`config.mk`:
```
export PLATFORM = sky130hd
export DESIGN_NAME = serial_csr_top
export DESIGN_NICKNAME = d
export VERILOG_FILES = /design/src/rtl/serial_csr_pkg.sv /design/src/rtl/serial_csr_decode.sv /design/src/rtl/serial_csr_idrom.sv /design/src/rtl/serial_csr_irq.sv /design/src/rtl/serial_csr_top.sv
export SDC_FILE = /design/constraint.sdc
export NUM_CORES = 1
export LEC_CHECK = 0
export CORE_MARGIN = 2
export CORE_UTILIZATION = 47
export CTS_CLUSTER_SIZE = 28
export DETAILED_ROUTE_END_ITERATION = 16
export GPL_ROUTABILITY_DRIVEN = 0
export PLACE_DENSITY = 0.84
export RECOVER_POWER = 25
export SYNTH_ARGS = -nofsm -noshare
export SYNTH_HDL_FRONTEND = slang
export SYNTH_SLANG_ARGS = --single-unit
```
`constraint.sdc`:
```
create_clock -name clk -period 2.8 [get_ports clk]
set_input_delay 0.42 -clock clk [delete_from_list [all_inputs] [get_ports clk]]
set_output_delay 0.42 -clock clk [all_outputs]
set_load 0.01 [all_outputs]
```
`src/rtl/serial_csr_pkg.sv`:
```
package serial_csr_pkg;

    localparam int IDX_W = 10;

    localparam logic [IDX_W-1:0] IX_DATA  = 10'd0;
    localparam logic [IDX_W-1:0] IX_CALIAS = 10'd1;
    localparam logic [IDX_W-1:0] IX_FLAG  = 10'd6;
    localparam logic [IDX_W-1:0] IX_LPDIV = 10'd8;
    localparam logic [IDX_W-1:0] IX_IBAUD = 10'd9;
    localparam logic [IDX_W-1:0] IX_FBAUD = 10'd10;
    localparam logic [IDX_W-1:0] IX_LINE  = 10'd11;
    localparam logic [IDX_W-1:0] IX_CTRL  = 10'd12;
    localparam logic [IDX_W-1:0] IX_LEVEL = 10'd13;
    localparam logic [IDX_W-1:0] IX_MASK  = 10'd14;
    localparam logic [IDX_W-1:0] IX_RAW   = 10'd15;
    localparam logic [IDX_W-1:0] IX_MIS   = 10'd16;
    localparam logic [IDX_W-1:0] IX_CLR   = 10'd17;
    localparam logic [IDX_W-1:0] IX_DMA   = 10'd18;

    localparam int TX_BIT = 5;
    localparam int RX_BIT = 4;

    typedef enum logic [3:0] {
        SEL_NONE, SEL_DATA, SEL_CALIAS, SEL_FLAG, SEL_LPDIV, SEL_IBAUD,
        SEL_FBAUD, SEL_LINE, SEL_CTRL, SEL_LEVEL, SEL_MASK, SEL_RAW,
        SEL_MIS, SEL_CLR, SEL_DMA, SEL_ID
    } sel_e;

endpackage

```
`src/rtl/serial_csr_decode.sv`:
```
module serial_csr_decode
    import serial_csr_pkg::*;
#(
    parameter int ADDR_W = 12
) (
    input  logic [ADDR_W-1:0] addr_i,
    output sel_e              sel_o,
    output logic [2:0]        id_idx_o
);
    localparam int HI_W = ADDR_W - 5;

    logic [IDX_W-1:0] idx;
    logic             unused_lsb;

    assign idx        = IDX_W'(addr_i[ADDR_W-1:2]);
    assign unused_lsb = ^addr_i[1:0];
    assign id_idx_o   = addr_i[4:2];

    always_comb begin
        sel_o = SEL_NONE;
        if (addr_i[ADDR_W-1:5] == {HI_W{1'b1}}) begin
            sel_o = SEL_ID;
        end else begin
            unique case (idx)
                IX_DATA:   sel_o = SEL_DATA;
                IX_CALIAS: sel_o = SEL_CALIAS;
                IX_FLAG:   sel_o = SEL_FLAG;
                IX_LPDIV:  sel_o = SEL_LPDIV;
                IX_IBAUD:  sel_o = SEL_IBAUD;
                IX_FBAUD:  sel_o = SEL_FBAUD;
                IX_LINE:   sel_o = SEL_LINE;
                IX_CTRL:   sel_o = SEL_CTRL;
                IX_LEVEL:  sel_o = SEL_LEVEL;
                IX_MASK:   sel_o = SEL_MASK;
                IX_RAW:    sel_o = SEL_RAW;
                IX_MIS:    sel_o = SEL_MIS;
                IX_CLR:    sel_o = SEL_CLR;
                IX_DMA:    sel_o = SEL_DMA;
                default:   sel_o = SEL_NONE;
            endcase
        end
    end
endmodule

```
`src/rtl/serial_csr_idrom.sv`:
```
module serial_csr_idrom (
    input  logic [2:0] idx_i,
    output logic [7:0] byte_o
);
    always_comb begin
        unique case (idx_i)
            3'd0:    byte_o = 8'h11;
            3'd1:    byte_o = 8'h10;
            3'd2:    byte_o = 8'h14;
            3'd3:    byte_o = 8'h00;
            3'd4:    byte_o = 8'h0D;
            3'd5:    byte_o = 8'hF0;
            3'd6:    byte_o = 8'h05;
            default: byte_o = 8'hB1;
        endcase
    end
endmodule

```
`src/rtl/serial_csr_irq.sv`:
```
module serial_csr_irq #(
    parameter int IRQ_W = 11
) (
    input  logic             clk,
    input  logic             rst_n,
    input  logic             mask_we_i,
    input  logic [IRQ_W-1:0] mask_wdata_i,
    input  logic             clr_we_i,
    input  logic [IRQ_W-1:0] clr_bits_i,
    input  logic [IRQ_W-1:0] set_bits_i,
    output logic [IRQ_W-1:0] raw_o,
    output logic [IRQ_W-1:0] mask_o,
    output logic [IRQ_W-1:0] masked_o,
    output logic             irq_o
);
    typedef struct packed {
        logic [IRQ_W-1:0] raw;
        logic [IRQ_W-1:0] mask;
    } irq_state_t;

    irq_state_t st_d, st_q;

    always_comb begin
        st_d = st_q;
        if (mask_we_i) st_d.mask = mask_wdata_i;
        for (int b = 0; b < IRQ_W; b++) begin
            if (set_bits_i[b])                     st_d.raw[b] = 1'b1;
            else if (clr_we_i && clr_bits_i[b])    st_d.raw[b] = 1'b0;
        end
    end

    always_ff @(posedge clk or negedge rst_n) begin
        if (!rst_n) st_q <= '0;
        else        st_q <= st_d;
    end

    assign raw_o    = st_q.raw;
    assign mask_o   = st_q.mask;
    assign masked_o = st_q.raw & st_q.mask;
    assign irq_o    = |masked_o;


    set_wins_chk: assert property (@(posedge clk) disable iff (!rst_n)
        (set_bits_i != '0) |=> ((raw_o & $past(set_bits_i)) == $past(set_bits_i)));


    clr_apply_chk: assert property (@(posedge clk) disable iff (!rst_n)
        clr_we_i |=> ((raw_o & $past(clr_bits_i & ~set_bits_i)) == '0));


    irq_needs_raw_chk: assert property (@(posedge clk) disable iff (!rst_n)
        irq_o |-> ((raw_o != '0) && (mask_o != '0)));
endmodule

```
`src/rtl/serial_csr_top.sv`:
```
module serial_csr_top
    import serial_csr_pkg::*;
#(
    parameter int ADDR_W = 12,
    parameter int DATA_W = 32,
    parameter int CFG_W  = 16,
    parameter int IRQ_W  = 11,
    parameter int RXD_W  = 12,
    parameter int TXD_W  = 8
) (
    input  logic              clk,
    input  logic              rst_n,
    input  logic              bus_valid_i,
    input  logic              bus_write_i,
    input  logic [ADDR_W-1:0] bus_addr_i,
    input  logic [DATA_W-1:0] bus_wdata_i,
    output logic [DATA_W-1:0] bus_rdata_o,
    input  logic [RXD_W-1:0]  rx_data_i,
    input  logic              rx_event_i,
    input  logic              rx_empty_i,
    input  logic              rx_full_i,
    input  logic              tx_empty_i,
    input  logic              tx_full_i,
    output logic              rx_pop_o,
    output logic              tx_strobe_o,
    output logic [TXD_W-1:0]  tx_data_o,
    output logic [CFG_W-1:0]  lpdiv_o,
    output logic [CFG_W-1:0]  ibaud_o,
    output logic [CFG_W-1:0]  fbaud_o,
    output logic [CFG_W-1:0]  line_o,
    output logic [CFG_W-1:0]  ctrl_o,
    output logic [CFG_W-1:0]  level_o,
    output logic [CFG_W-1:0]  dma_o,
    output logic              irq_o
);
    localparam logic [CFG_W-1:0] CTRL_RST  = CFG_W'(16'h0300);
    localparam logic [CFG_W-1:0] LEVEL_RST = CFG_W'(16'h0012);

    typedef struct packed {
        logic [CFG_W-1:0] lpdiv;
        logic [CFG_W-1:0] ibaud;
        logic [CFG_W-1:0] fbaud;
        logic [CFG_W-1:0] line;
        logic [CFG_W-1:0] ctrl;
        logic [CFG_W-1:0] level;
        logic [CFG_W-1:0] dma;
        logic [TXD_W-1:0] txd;
        logic             txs;
    } cfg_state_t;

    cfg_state_t st_d, st_q;

    sel_e             sel;
    logic [2:0]       id_idx;
    logic [7:0]       id_byte;
    logic             wr, rd;
    logic [IRQ_W-1:0] set_bits, raw, mask, masked;
    logic [CFG_W-1:0] wcfg;
    logic             unused_wdata;

    serial_csr_decode #(.ADDR_W(ADDR_W)) u_decode (
        .addr_i   (bus_addr_i),
        .sel_o    (sel),
        .id_idx_o (id_idx)
    );

    serial_csr_idrom u_idrom (
        .idx_i  (id_idx),
        .byte_o (id_byte)
    );

    assign wr           = bus_valid_i &&  bus_write_i;
    assign rd           = bus_valid_i && !bus_write_i;
    assign wcfg         = bus_wdata_i[CFG_W-1:0];
    assign unused_wdata = ^bus_wdata_i;

    always_comb begin
        set_bits = '0;
        set_bits[TX_BIT] = wr && (sel == SEL_DATA);
        set_bits[RX_BIT] = rx_event_i;
    end

    serial_csr_irq #(.IRQ_W(IRQ_W)) u_irq (
        .clk          (clk),
        .rst_n        (rst_n),
        .mask_we_i    (wr && (sel == SEL_MASK)),
        .mask_wdata_i (bus_wdata_i[IRQ_W-1:0]),
        .clr_we_i     (wr && (sel == SEL_CLR)),
        .clr_bits_i   (bus_wdata_i[IRQ_W-1:0]),
        .set_bits_i   (set_bits),
        .raw_o        (raw),
        .mask_o       (mask),
        .masked_o     (masked),
        .irq_o        (irq_o)
    );

    always_comb begin
        st_d     = st_q;
        st_d.txs = 1'b0;
        if (wr) begin
            unique case (sel)
                SEL_DATA: begin
                    st_d.txs = 1'b1;
                    st_d.txd = bus_wdata_i[TXD_W-1:0];
                end
                SEL_CALIAS, SEL_CTRL: st_d.ctrl  = wcfg;
                SEL_LPDIV:            st_d.lpdiv = wcfg;
                SEL_IBAUD:            st_d.ibaud = wcfg;
                SEL_FBAUD:            st_d.fbaud = wcfg;
                SEL_LINE:             st_d.line  = wcfg;
                SEL_LEVEL:            st_d.level = wcfg;
                SEL_DMA:              st_d.dma   = wcfg;
                default: ;
            endcase
        end
    end

    always_ff @(posedge clk or negedge rst_n) begin
        if (!rst_n) begin
            st_q       <= '0;
            st_q.ctrl  <= CTRL_RST;
            st_q.level <= LEVEL_RST;
        end else begin
            st_q <= st_d;
        end
    end

    always_comb begin
        bus_rdata_o = '0;
        unique case (sel)
            SEL_DATA:  bus_rdata_o = DATA_W'(rx_data_i);
            SEL_FLAG:  bus_rdata_o = DATA_W'({tx_empty_i, rx_full_i, tx_full_i, rx_empty_i, 4'b0000});
            SEL_LPDIV: bus_rdata_o = DATA_W'(st_q.lpdiv);
            SEL_IBAUD: bus_rdata_o = DATA_W'(st_q.ibaud);
            SEL_FBAUD: bus_rdata_o = DATA_W'(st_q.fbaud);
            SEL_LINE:  bus_rdata_o = DATA_W'(st_q.line);
            SEL_CTRL:  bus_rdata_o = DATA_W'(st_q.ctrl);
            SEL_LEVEL: bus_rdata_o = DATA_W'(st_q.level);
            SEL_MASK:  bus_rdata_o = DATA_W'(mask);
            SEL_RAW:   bus_rdata_o = DATA_W'(raw);
            SEL_MIS:   bus_rdata_o = DATA_W'(masked);
            SEL_DMA:   bus_rdata_o = DATA_W'(st_q.dma);
            SEL_ID:    bus_rdata_o = DATA_W'(id_byte);
            default:   bus_rdata_o = '0;
        endcase
    end

    assign rx_pop_o    = rd && (sel == SEL_DATA);
    assign tx_strobe_o = st_q.txs;
    assign tx_data_o   = st_q.txd;
    assign lpdiv_o     = st_q.lpdiv;
    assign ibaud_o     = st_q.ibaud;
    assign fbaud_o     = st_q.fbaud;
    assign line_o      = st_q.line;
    assign ctrl_o      = st_q.ctrl;
    assign level_o     = st_q.level;
    assign dma_o       = st_q.dma;


    tx_emit_chk: assert property (@(posedge clk) disable iff (!rst_n)
        (wr && (sel == SEL_DATA)) |=> (tx_strobe_o && (tx_data_o == $past(bus_wdata_i[TXD_W-1:0]))));


    tx_single_chk: assert property (@(posedge clk) disable iff (!rst_n)
        !(wr && (sel == SEL_DATA)) |=> !tx_strobe_o);


    unmapped_hold_chk: assert property (@(posedge clk) disable iff (!rst_n)
        (wr && (sel == SEL_NONE)) |=> ($stable(ctrl_o) && $stable(line_o) && $stable(level_o) && $stable(dma_o)));


    pop_read_only_chk: assert property (@(posedge clk) disable iff (!rst_n)
        rx_pop_o |-> (bus_valid_i && !bus_write_i));
endmodule

```
---- After elaboration in Yosys (flattened, before gate mapping) ----
Memories as Yosys holds them, arrays and structs flattened.
Index checks and enable logic that the tools add are counted.
storage, ports and cells
  register bits after elaboration ......... 134
  ROM bits ................................ 128
  bits of input ports ..................... 65
  output and inout bits ................... 155
  word-level logic and storage cells ...... 69
  memories kept ........................... 1
memory list
  name              words  width  rd ports  clocked after Yosys merged registers in  write ports  RTL line                 text
  (name not given)  32     4      1         0                                        0            serial_csr_decode.sv:24  unique case (idx)
operators by class
  equal/unequal tests ..................... 22
  muxes and demuxes ....................... 10
  bitwise operators ....................... 1
  reduce and logical (&&, ||, !) cells .... 23
operator list
  operator              count
  $pmux W16 S13         1
  $pmux W8 S7           1
  $eq A4 B4 Y1 const B  8
  $eq A4 B3 Y1 const B  4
  $reduce_and A2 Y1     8
  $and A6 B11 Y11       1
  $reduce_or A11 Y1     1
  $eq A3 B3 Y1 const B  3
  $eq A4 B2 Y1 const B  2
  $logic_and A1 B1 Y1   8
  $mux W4               2
  $eq A7 B7 Y1 const B  1
  $eq A3 B2 Y1 const B  2
  $mux W1               6
  $logic_not A5 Y1      1
  $eq A4 B1 Y1 const B  1
  $reduce_bool A2 Y1    2
  $eq A3 B1 Y1 const B  1
  $logic_not A3 Y1      1
  $reduce_or A2 Y1      1
  $logic_not A1 Y1      1

---- Depth between registers and ports, before layout ----
Gate-level depths: netlist of the first run.
  depth in word-level cells ............... 8
  gate-level depth with buffers ........... 9
  gate-level depth less buffers ........... 5

---- Modules after synthesis ----
From an unflattened synthesis of the first run, not the netlist that was laid out.
unflattened totals
  cell total of the unflattened synthesis .. 585
  area, all modules ....................... 7,240.7 um^2
modules (own cells, without submodules)
  module             instances  cells an instance  area each (um^2)  seq. area each (um^2)
  serial_csr_top     1          467                6,042.0           3,032.9
  serial_csr_irq     1          73                 917.1             550.5
  serial_csr_decode  1          32                 201.4             0.0
  serial_csr_idrom   1          13                 80.1              0.0

---- Least setup slack after synthesis of the first run ----
Ideal clock, no wire load.
  kind .................................... input to output
  start ................................... input port bus_addr_i[2]
  end ..................................... output port bus_rdata_o[7]
  arrival time ............................ 2,116 ps
  data required time ...................... 2,380 ps
  path slack .............................. 264 ps
  stages .................................. 5
  buffers on the path ..................... 0
  path through ............................ or4bb_1 o221ai_4 mux2i_1 nor2_1 or4_1
between the ends
  cells in the longest elaborated chain, start to end .. 5
  elaborated cells on any way between the ends .. 25
  those cells by class .................... 19 x eq/ne; 4 x mux; 1 x reduce/logical; 1 x memory
ends and longest elaborated chain
  element                                     RTL line                 text
  from (decl)                                 serial_csr_top.sv:15     input logic [ADDR_W-1:0] bus_addr_i,
  $mem_v2 Z32 W4                              --
  $mux W4                                     serial_csr_decode.sv:24
  $mux W4                                     serial_csr_decode.sv:21  if (addr_i[ADDR_W-1:5] == {HI_W{1'b1}}) begin
  $eq A4 B4 Y1, or another cell as far along  serial_csr_top.sv:130    unique case (sel)
  $pmux W16 S13 *                             serial_csr_top.sv:130
  to (decl)                                   serial_csr_top.sv:17     output logic [DATA_W-1:0] bus_rdata_o,
Every way passes the cells marked *; elsewhere a longest branch is shown, timed or not.

---- Final worst setup path of the first run ----
  start ................................... input port bus_addr_i[4]
  end ..................................... output port bus_rdata_o[7]
Same word-level chain as after synthesis.

==> impl_metrics.env, run 1 <==
export IMPL_status="finished, violations left"
export IMPL_violations="negative setup slack"
export IMPL_start_util=0.4849
export IMPL_num_vias=6540
export IMPL_synth_common_cells="mux2_2, dfrtp_1, buf_4, nand2_1, nand3_1"
export IMPL_syn2layout_area_growth_pct=53.94
export IMPL_fin_util=0.7464
export IMPL_wirelength_um=26180
export IMPL_timing_slew_headroom=0.05504
export IMPL_synthCells=537
export IMPL_grt_setup_unrepaired="true"
export IMPL_crit_path_start="bus_addr_i[4]"
export IMPL_tightest_slew_ns=1.417
export IMPL_finClkSkew_ns=0
export IMPL_portBuffers=185
export IMPL_endpoint="bus_rdata_o[7]"
export IMPL_dpl_cell_area_sq_um=9565
export IMPL_final_nets=917
export IMPL_wl_per_cell_um=25.05
export IMPL_peakVddDrop_uv=405.6
export IMPL_cts_tree="built"
export IMPL_ys_ff_latch=134
export IMPL_synthTopCellsByArea="dfrtp_1, mux2_2, buf_4"
export IMPL_finalCritPeriodShare=1.011
export IMPL_timing_rr_end="ibaud_o[11]"
export IMPL_ys_warn_count=0
export IMPL_drt_vias_per_instance=6.258
export IMPL_cp_max_fo=10
export IMPL_drive_gt1_frac=0.4312
export IMPL_core_area_sq_um=13990
export IMPL_ioPinCount=220
export IMPL_antenna_found_initial=0
export IMPL_dpl_hpwl_um=17800
export IMPL_setup_violations=2
export IMPL_final_area_sq_um=10440
export IMPL_ff2ff_path_depth=1
export IMPL_finalCriticalPeriod_ns=2.831
export IMPL_r2r_start="ibaud_o[11]"
export IMPL_async_flop_share=1.000
export IMPL_synth_area_sq_um=6783
export IMPL_ys_seq_area_frac=0.4951
export IMPL_synth_flop_cell="dfrtp_1"
export IMPL_yosysUniqueCellTypes=59
export IMPL_yosysTopAreaCellShare=0.4796
export IMPL_hold_path_class="flip-flop to flip-flop"
export IMPL_die_y_um=124.1
export IMPL_stdcell_count=1045
export IMPL_firstDrtPassIters=9
export IMPL_rows=43
export IMPL_synth_edf_count=0
export IMPL_num_antenna_cells=0
export IMPL_crit_type="input port to output pin"
export IMPL_drv_cap=0
export IMPL_clock_latency_ns=0.42
export IMPL_cp_start_kind="input port"
export IMPL_arrival_ns=2.41
export IMPL_r2r_slack_ns=1.96
export IMPL_fp_dieW_um=124.1
export IMPL_root_buffer="clkbuf_16"
export IMPL_n_fill_cell=868
export IMPL_grt_remaining_overflow=0
export IMPL_drt_iter0_drc=726
export IMPL_p_leak_nw=4.884
export IMPL_slew_viol_final=0
export IMPL_grt_max_degree=59
export IMPL_cts_sinks=134
export IMPL_grt_pass1_vias=6696
export IMPL_clk_pin_slew_ns=0.05
export IMPL_cts_buffers=17
export IMPL_clockBufferDepth=2
export IMPL_synth_area_per_cell_sq_um=12.63
export IMPL_endpoint_kind="output pin"
export IMPL_power_per_cell_area_nw_per_um2=440.6
export IMPL_htreeDepth=4
export IMPL_timing_fmax_mhz=353.3
export IMPL_fin_ws_ns=-0.03064
export IMPL_grt_use_total=0.3399
export IMPL_place_inst=987
export IMPL_cp_required_ns=2.38
export IMPL_yosysTopAreaCell="dfrtp_1"
export IMPL_yosysMostFrequentCell="mux2_2"
export IMPL_drc_errors=0
export IMPL_ant_nets=0
export IMPL_dieArea_sq_um=15410
export IMPL_hold_violations=0
export IMPL_grt_pass1_wl_um=38400
[sequential cells by signal, summed over array words and instances, names as in the netlist]
signal / cells
ctrl_o: 16
dma_o: 16
fbaud_o: 16
ibaud_o: 16
level_o: 16
line_o: 16
lpdiv_o: 16
u_irq.mask_o: 11
tx_data_o: 8
u_irq.raw_o: 2
tx_strobe_o: 1
[layout make-up]
class	instances	area, sq um	share of cell area
Inverter	2	7.507	0.0007190
Clock buffer	25	485.5	0.04649
Clock inverter	7	71.32	0.006830
Multi-Input combinational cell	366	3286	0.3147
Sequential cell	134	3358	0.3216
Tap cell	180	225.2	0.02157
Timing Repair Buffer	331	3008	0.2881
[report_power, final]
group | switching (mW) | total, mW | internal (mW)
logic | 0.247 | 0.474 | 0.227
clock network | 0.849 | 2.14 | 1.29
registers | 0.0227 | 1.99 | 1.96
[cells in the final DEF, fill, tap and decap left out, drive strengths merged, types with 7 or more instances in the layout]
master,count
nor3,12
nor2,14
dfrtp,130
nand3,15
and3,7
buf,164
o21ai,8
nand4,7
conb,16
a22o,10
a222oi,10
clkdlybuf4s50,157
o211ai,13
clkbuf,29
mux2i,14
nand2,19
a22oi,14
mux2,136
[critical path: stages]
cell	delay [ns]
buf_2	0.10
buf_4	0.13
buf_6	0.15
nor2b_4	0.16
o21ai_2	0.24
a22oi_2	0.15
buf_4	0.15
a22o_1	0.22
or4_1	0.52
buf_2	0.16
[worst min-delay path by stage]
stage,start,to,slack [ns],cells after the start
2_1_floorplan,rst_n,ctrl_o[0],0.12,0
6_report,tx_data_o[4],tx_data_o[4],0.50,1
5_1_grt,u_irq.raw_o[4],u_irq.raw_o[4],0.52,1
4_1_cts,u_irq.raw_o[4],u_irq.raw_o[4],0.51,1
3_5_place_dp,rst_n,fbaud_o[11],0.40,1
3_3_place_gp,rst_n,fbaud_o[11],0.40,1
[routing by layer]
| layer | part of all wire | global-route usage | routed length, um |
|---|---|---|---|
| met5 | 0 | 0 | 0 |
| met4 | 0.056 | 0.1938 | 1454 |
| met3 | 0.10 | 0.08791 | 2678 |
| met2 | 0.47 | 0.5314 | 12380 |
| met1 | 0.37 | 0.4281 | 9666 |
[through the flow]
step | hold WS, ns | total power, mW | setup TNS [ns] | setup WS [ns]
3_5_place_dp | 0.4048 | 2.424 | -39.32 | -0.8716
6_report | 0.5047 | 4.600 | -0.04305 | -0.03064
2_1_floorplan | 0.1244 | 2.157 | 0 | 0.2636
3_3_place_gp | 0.4011 | 2.414 | -33.43 | -0.8543
5_1_grt | 0.5229 | 4.717 | -0.05420 | -0.04052
4_1_cts | 0.5088 | 4.539 | 0 | 0.0008287
[kinds of logic after synthesis]
group,count (synthesis),synth area share
and+or+nand+nor,112,0.09759
buffers and inverters,52,0.05276
AOI/OAI and AO/OA,87,0.1063
DFF,134,0.4951
other,1,0.0005529
muxes,150,0.2464
xor gates and xnor gates,1,0.001292
[timing repair]
action	in CTS	in global routing
hold endpoints to repair	51	0
setup endpoints to repair	31	17
pin swaps	17	14
gates cloned	1	0
resized for setup	129	25
buffers inserted	18	7
hold buffers	1	0
Note: power is estimated with default switching activity, not from simulation.
==> run 2: changes to the inputs <==
Settings changed: SLEW_MARGIN set to 20, TNS_END_PERCENT set to 1.
==> run 2 against run 1 <==
  * The run still ends with negative setup slack left
  * Sequential share of layout area up 0.21 points
  * Wire length shrank 0.73%
  * Cell count is 0.67% lower
  * Total power decreased by 0.39%
  * Worst setup slack improved by 0.013 ns
  * Combinational power decreased by 3%
  * Global-route usage stayed put
  * Critical endpoint is now bus_rdata_o[6]
  * Highest routed layer unchanged
==> impl_metrics.env, run 2 (synthesis results as in run 1) <==
export IMPL_drc_errors=0
export IMPL_drt_iter0_drc=720
export IMPL_syn2layout_area_growth_pct=52.96
export IMPL_cp_max_fo=13
export IMPL_fin_tns_setup_ns=-0.05023
export IMPL_grt_pass1_wl_um=38400
export IMPL_antenna_found_initial=0
export IMPL_fin_total_pwr_mw=4.582
export IMPL_start_util=0.4849
export IMPL_hold_path_class="flip-flop to flip-flop"
export IMPL_crit_type="input port to output pin"
export IMPL_routed_wl_met2_um=12220
export IMPL_peakVddDrop_uv=406.6
export IMPL_endpoint_kind="output pin"
export IMPL_timing_slew_headroom=0.05770
export IMPL_p_int_mw=3.472
export IMPL_drt_met1_wl_um=9694
export IMPL_fin_hold_ws_ns=0.5041
export IMPL_power_per_cell_area_nw_per_um2=441.7
export IMPL_clkPwrFrac=0.466
export IMPL_grt_max_degree=59
export IMPL_cts_tree="built"
export IMPL_routed_top_layer="met4"
export IMPL_final_common_cell="clkdlybuf4s50_1"
export IMPL_wl_per_cell_um=25.04
export IMPL_finalCritPeriodShare=1.006
export IMPL_drt_vias_per_instance=6.258
export IMPL_cts_sinks=134
export IMPL_cp_start_kind="input port"
export IMPL_fin_ws_ns=-0.01780
export IMPL_finClkSkew_ns=0
export IMPL_violations="negative setup slack"
export IMPL_dpl_hpwl_um=17800
export IMPL_place_inst=987
export IMPL_final_cell_mix="clkdlybuf4s50_1, mux2_2, dfrtp_1"
export IMPL_tightest_slew_ns=1.413
export IMPL_wirelength_um=25990
export IMPL_portBuffers=185
export IMPL_drive_gt1_frac=0.4254
export IMPL_slew_viol_final=0
export IMPL_die_y_um=124.1
export IMPL_fp_dieW_um=124.1
export IMPL_firstDrtPassIters=5
export IMPL_clk_pin_slew_ns=0.05
export IMPL_num_vias=6496
export IMPL_p_leak_nw=4.822
export IMPL_rows=43
export IMPL_swShare=0.2424
export IMPL_finalCriticalPeriod_ns=2.818
export IMPL_seq_power_share=0.433
export IMPL_clockBufferDepth=2
export IMPL_wl_met3_um=2676
export IMPL_arrival_ns=2.40
export IMPL_ant_nets=0
export IMPL_num_antenna_cells=0
export IMPL_hold_violations=0
export IMPL_grt_remaining_overflow=0
export IMPL_power_switching_mw=1.111
export IMPL_drv_cap=0
export IMPL_root_buffer="clkbuf_16"
export IMPL_ioPinCount=220
export IMPL_grt_use_total=0.3399
export IMPL_timing_fmax_mhz=354.9
export IMPL_stdcell_count=1038
export IMPL_grt_pass1_vias=6696
export IMPL_final_nets=910
export IMPL_cts_buffers=17
export IMPL_cp_required_ns=2.38
export IMPL_clock_latency_ns=0.42
export IMPL_grt_setup_unrepaired="true"
export IMPL_dieArea_sq_um=15410
export IMPL_setup_violations=4
export IMPL_core_area_sq_um=13990
export IMPL_p_comb_frac=0.101
export IMPL_htreeDepth=4
export IMPL_status="finished, violations left"
==> run 2: cell type report <==
type | instances | area, sq um
timing repair buffer | 324 | 2942
clock inverter | 7 | 71.32
clock buffer | 25 | 485.5
multi-input combinational | 366 | 3286
fill | 867 | 3613
tap | 180 | 225.2
inverter | 2 | 7.507
sequential | 134 | 3358
==> run 2: final timing paths <==
kind	start	end	slack [ns]	cells past startpoint
min in group asynchronous	rst_n	fbaud_o[11]	0.84	2
hold / removal	tx_data_o[4]	tx_data_o[4]	0.50	1
setup / recovery	bus_addr_i[3]	bus_rdata_o[6]	-0.02	10
hold reg to reg	tx_data_o[4]	tx_data_o[4]	0.50	1
max in group asynchronous	rst_n	ibaud_o[10]	0.89	3
setup reg to reg	ibaud_o[11]	ibaud_o[11]	1.96	1
==> run 2: worst max-delay path: stages <==
cell and delay (ns):
clkdlybuf4s15_2 0.19, buf_6 0.16, or3_4 0.38, o221ai_4 0.28
buf_8 0.17, buf_4 0.14, mux2i_2 0.24, nand3_1 0.15
nand4b_1 0.12, buf_2 0.15
==> run 2: routing by layer <==
| metal | up-vias | global-route usage |
|---|---|---|
| met5 | - | 0 |
| li1 | 2625 | - |
| met3 | 141 | 0.08791 |
| met4 | 0 | 0.1938 |
| met2 | 519 | 0.5314 |
| met1 | 3211 | 0.4281 |
==> run 2: timing repair <==
action,in CTS,in global routing
resized for setup,129,17
setup endpoints to repair,31,17
hold buffers,1,0
gates cloned,1,0
hold endpoints to repair,51,0
pin swaps,17,9
setup buffers,18,0
==> run 2: per-stage QoR <==
step	worst slack, ns	area [sq um]	util
after floorplan	0.2636	6839	-
after global placement	-0.8543	9565	0.6838
after detailed placement	-0.8716	9565	0.6838
after CTS	0.0008287	10360	0.7408
after global routing	-0.04788	10380	0.7417
final	-0.01780	10380	0.7417
==> run 2: power by group through the flow <==
stage	registers, mW	clock network, mW	logic [mW]
2_1_floorplan	2.02	0	0.134
3_3_place_gp	2.02	0	0.397
3_5_place_dp	2.02	0	0.406
4_1_cts	1.98	2.11	0.443
5_1_grt	1.99	2.23	0.484
6_report	1.99	2.13	0.462
